[src/rtl/opr_pkg.sv]
package opr_pkg;
  localparam int DATA_W = 16;
  localparam int IDX_W  = 3;
  localparam int BYTE_W = 8;

  typedef enum logic [1:0] {
    SEL_SRC = 2'd0,
    SEL_DST = 2'd1,
    SEL_CON = 2'd2,
    SEL_PC  = 2'd3
  } sel_e;
endpackage

[src/rtl/opr_idx_mux.sv]
module opr_idx_mux #(
  parameter int DW      = 16,
  parameter int RW      = 3,
  parameter int SRC_LSB = 6,
  parameter int DST_LSB = 0,
  parameter int PC_IDX  = 7
) (
  input  logic [DW-1:0] instr,
  input  logic [1:0]    sel,
  input  logic [RW-1:0] const_idx,
  output logic [RW-1:0] idx
);
  always_comb begin
    unique case (opr_pkg::sel_e'(sel))
      opr_pkg::SEL_SRC: idx = instr[SRC_LSB +: RW];
      opr_pkg::SEL_DST: idx = instr[DST_LSB +: RW];
      opr_pkg::SEL_CON: idx = const_idx;
      default:          idx = RW'(PC_IDX);
    endcase
  end
endmodule

[src/rtl/opr_autoinc.sv]
module opr_autoinc #(
  parameter int DW     = 16,
  parameter int RW     = 3,
  parameter int SP_IDX = 6,
  parameter int PC_IDX = 7
) (
  input  logic [RW-1:0] idx,
  input  logic          byte_op,
  input  logic [DW-1:0] rd_data,
  output logic [DW-1:0] inc
);
  localparam logic [DW-1:0] STEP_B = DW'(1);
  localparam logic [DW-1:0] STEP_W = DW'(2);

  logic wide;
  logic [DW-1:0] step;

  always_comb begin
    wide = !byte_op || (idx == RW'(SP_IDX)) || (idx == RW'(PC_IDX));
    step = wide ? STEP_W : STEP_B;
    inc  = rd_data + step;
  end
endmodule

[src/rtl/opr_sext.sv]
module opr_sext #(
  parameter int DW = 16,
  parameter int BW = 8
) (
  input  logic [BW-1:0] lo,
  output logic [DW-1:0] ext
);
  assign ext = {{(DW-BW){lo[BW-1]}}, lo};
endmodule

[src/rtl/opr_addr_unit.sv]
module opr_addr_unit #(
  parameter int DW      = opr_pkg::DATA_W,
  parameter int RW      = opr_pkg::IDX_W,
  parameter int BW      = opr_pkg::BYTE_W,
  parameter int SRC_LSB = 6,
  parameter int DST_LSB = 0,
  parameter int SP_IDX  = 6,
  parameter int PC_IDX  = 7,
  parameter bit OUT_REG = 1'b1
) (
  input  logic          clk,
  input  logic          rst,
  input  logic [15:0]   instr,
  input  logic [1:0]    sel,
  input  logic [2:0]    const_idx,
  input  logic          byte_op,
  input  logic [15:0]   rd_data,
  output logic [2:0]    reg_idx,
  output logic [15:0]   inc_out,
  output logic [15:0]   sext_out
);
  logic [RW-1:0] idx_c;
  logic [DW-1:0] inc_c;
  logic [DW-1:0] sext_c;

  opr_idx_mux #(.DW(DW), .RW(RW), .SRC_LSB(SRC_LSB), .DST_LSB(DST_LSB),
                .PC_IDX(PC_IDX)) u_mux (
    .instr(instr), .sel(sel), .const_idx(const_idx), .idx(idx_c)
  );

  opr_autoinc #(.DW(DW), .RW(RW), .SP_IDX(SP_IDX), .PC_IDX(PC_IDX)) u_inc (
    .idx(idx_c), .byte_op(byte_op), .rd_data(rd_data), .inc(inc_c)
  );

  opr_sext #(.DW(DW), .BW(BW)) u_sext (
    .lo(instr[BW-1:0]), .ext(sext_c)
  );

  generate
    if (OUT_REG) begin : g_reg
      always_ff @(posedge clk) begin
        if (rst) begin
          reg_idx  <= '0;
          inc_out  <= '0;
          sext_out <= '0;
        end else begin
          reg_idx  <= idx_c;
          inc_out  <= inc_c;
          sext_out <= sext_c;
        end
      end
    end else begin : g_comb
      assign reg_idx  = idx_c;
      assign inc_out  = inc_c;
      assign sext_out = sext_c;
    end
  endgenerate
endmodule

[config.mk]
export PLATFORM = sky130hd
export DESIGN_NAME = opr_addr_unit
export DESIGN_NICKNAME = d
export VERILOG_FILES = /design/src/rtl/opr_pkg.sv /design/src/rtl/opr_idx_mux.sv /design/src/rtl/opr_autoinc.sv /design/src/rtl/opr_sext.sv /design/src/rtl/opr_addr_unit.sv
export SDC_FILE = /design/constraint.sdc
export NUM_CORES = 1
export LEC_CHECK = 0
export ABC_AREA = 1
export BUFFER_PORTS_ARGS = -buffer_cell sky130_fd_sc_hd__buf_2
export CORE_MARGIN = 2
export CORE_UTILIZATION = 30
export CTS_CLUSTER_DIAMETER = 150
export DETAILED_ROUTE_END_ITERATION = 12
export GPL_TIMING_DRIVEN = 0
export HOLD_SLACK_MARGIN = 0.12
export PLACE_DENSITY_LB_ADDON = 0.3
export SYNTH_ARGS = -nofsm -noshare
export SYNTH_HDL_FRONTEND = slang
export SYNTH_HIERARCHICAL = 1
export SYNTH_SLANG_ARGS = --single-unit
[constraint.sdc]
create_clock -name clk -period 2.2 [get_ports clk]
set_input_delay 0.33 -clock clk [delete_from_list [all_inputs] [get_ports clk]]
set_output_delay 0.33 -clock clk [all_outputs]
set_load 0.05 [all_outputs]
==> flow_metrics.env <==
export IMPL_fin_crit_ns=1.96
export IMPL_yosysTopAreaCell="dfxtp_1"
export IMPL_synth_simple_area_share_pct=26.3
export IMPL_finalCritPeriodShare_pct=89.2
export IMPL_drive_above_1_share_pct=34.6
export IMPL_synth_top_family_by_area="simple AND/OR/NAND/NOR gates"
export IMPL_viasPerCell=3.86
export IMPL_core_area_um2=5140
export IMPL_power_mw=1.60
export IMPL_cts_buffer_depth=2
export IMPL_min_path_type="in2reg"
export IMPL_gp_congestion=0.849
export IMPL_dr_pass1_iters=4
export IMPL_grt_pass1_wl_um=5140
export IMPL_synth_area_um2=1600
export IMPL_num_vias=1375
export IMPL_grt_antenna_before_repair=0
export IMPL_cts_resized=0
export IMPL_rsz0062_at_grt="false"
export IMPL_final_core_util_pct=41.1
export IMPL_synthXorXnorAreaFrac_pct=4.38
export IMPL_wirelength_um=3080
export IMPL_initial_core_util_pct=31.1
export IMPL_dpl_hpwl_um=2510
export IMPL_grt_start_max_net_pins=13
export IMPL_die_y_um=77.0
export IMPL_diodes=0
export IMPL_synth_area_leaders="dfxtp_1 44%, inv_1 11%, nor2_1 9.9%"
export IMPL_netlist_top_cells_count="46 x inv_1, 42 x nor2_1, 35 x dfxtp_1"
export IMPL_ys_async_sr_fraction_pct=0
export IMPL_synth_edf_count=0
export IMPL_max_cap_violations=0
export IMPL_grtUsageTotal_pct=11.1
export IMPL_seq_area_frac_synth_pct=43.8
export IMPL_post_cts_repair_setup_buffers=0
export IMPL_synth_distinct_cells=18
export IMPL_ys_flop_type="dfxtp_1"
export IMPL_setup_violations=0
export IMPL_outcome="completed"
export IMPL_holdBufCountCts=0
export IMPL_synth_compound_area_share_pct=1.56
export IMPL_final_max_slew_viol_count=0
export IMPL_drt_iter0_drc=25
export IMPL_die_w_um=77.0
export IMPL_ys_seq_elements=35
export IMPL_max_slew_margin_pct=79.2
export IMPL_ys_warn_count=6
export IMPL_p_leak_nw=1.22
export IMPL_numCtsBuffers=5
export IMPL_startpoint_type="input port"
export IMPL_critPathKind="in2reg"
export IMPL_fmax_mhz=510
export IMPL_cp_required_ns=2.42
export IMPL_htreeDepth=2
export IMPL_grt_pass1_vias=1268
export IMPL_crit_path_max_fanout=7
export IMPL_cts_root_buf="clkbuf_8"
export IMPL_syn2layout_area_growth_pct=32.2
export IMPL_syn_area_per_cell_um2=7.44
export IMPL_ant_nets=0
export IMPL_cp_arrival_ns=2.18
export IMPL_synth_adder_area_share_pct=2.82
export IMPL_drc_errors=0
export IMPL_row_count=26
export IMPL_holdWs_ns=0.246
export IMPL_ir_drop_uv=307
export IMPL_numPortBuffers=63
export IMPL_worst_slew_pin_slew_ns=0.310
export IMPL_syn_inst=215
export IMPL_avgRoutedWirePerCell_um=8.65
export IMPL_tritoncts="yes"
export IMPL_synth_most_common_cell="inv_1"
export IMPL_ios=75
export IMPL_clk_pin_slew_ns=0.07
export IMPL_nets=328
export IMPL_cp_end_kind="register"
export IMPL_cellPowerDensity_nw_per_um2=757
export IMPL_clock_sinks=35
export IMPL_hold_viol=0
export IMPL_grt_ovfl_total=0
export IMPL_muxShareOfSynthArea_pct=0
export IMPL_yosysTopAreaCellShare_pct=43.8
export IMPL_die_area_um2=5930
export IMPL_synth_nets=258
==> sequential cells by signal, indices dropped and copies added, names as in the netlist <==
name	count
inc_out	16
sext_out	16
reg_idx	3
==> placed cells by master (no fill, tap or decap), drive strengths merged <==
cell,count
xnor2,5
xor2,3
clkbuf,5
dfxtp,35
bufinv,1
clkinv,2
fa,1
inv,46
nand4,4
buf,83
ha,2
o21ai,5
nand3,12
nor2,46
nand2,36
==> where the power goes <==
part	internal, mW	switching [mW]
Combinational	0.108	0.246
Clock	0.337	0.227
Sequential	0.674	0.00861
Total	1.12	0.482
==> per-layer routing <==
metal	share of wire, %	global-route usage (%)	routed length (um)	vias to the layer above
li1	-	-	-	749
met1	46	12.4	1400	578
met2	46	18.7	1410	44
met3	6.7	3.18	207	4
met4	1.9	6.43	57	0
met5	0	0	0	-
==> final timing paths <==
kind                  slack [ns]     start  cells past startpoint                      to
worst max-delay path        0.24    sel[1]                     15   inc_out[8]$_SDFF_PP0_
worst min-delay path        0.25  instr[5]                      3  sext_out[5]$_SDFF_PP0_
==> kinds of logic (layout without fill, tap and decap cells) <==
group,count (synthesis),in the layout
adders and majority gates,3,3
xor gates and xnor gates,8,8
DFF,35,35
and+or+nand+nor,98,98
AOI/OAI and AO/OA,5,5
buffers and inverters,66,137
==> cell type report <==
cell class              instances  area (um2)
inverters                      46         173
fillers                       556        3030
well taps                      70        87.6
multi-input cells             114         561
flip-flops and latches         35         701
plain buffers                  20         165
clock buffers                   5        68.8
clock inverters                 3        43.8
repair buffers                 63         315
==> worst max-delay path, stage by stage <==
cell     delay [ns]
buf_2          0.12
nor2_2         0.15
nand2_1        0.06
nand3_1        0.10
nand2_1        0.06
nand2_1        0.13
inv_1          0.06
ha_1           0.20
fa_1           0.42
nand3_2        0.13
nor2_4         0.06
nand2_1        0.07
xnor2_1        0.13
inv_1          0.06
nor2_1         0.08
==> stage by stage <==
stage               area (um2)  std cells  setup slack [ns]  TNS (ns)
finish                    2110        356             0.238         0
global route              2110        356            0.0670         0
CTS                       2110        356             0.230         0
detailed placement        2000        348           -0.0675    -0.116
global placement          2000        348           -0.0565   -0.0746
floorplan                 1600        215             0.289         0
(Power assumes the default switching activity.)
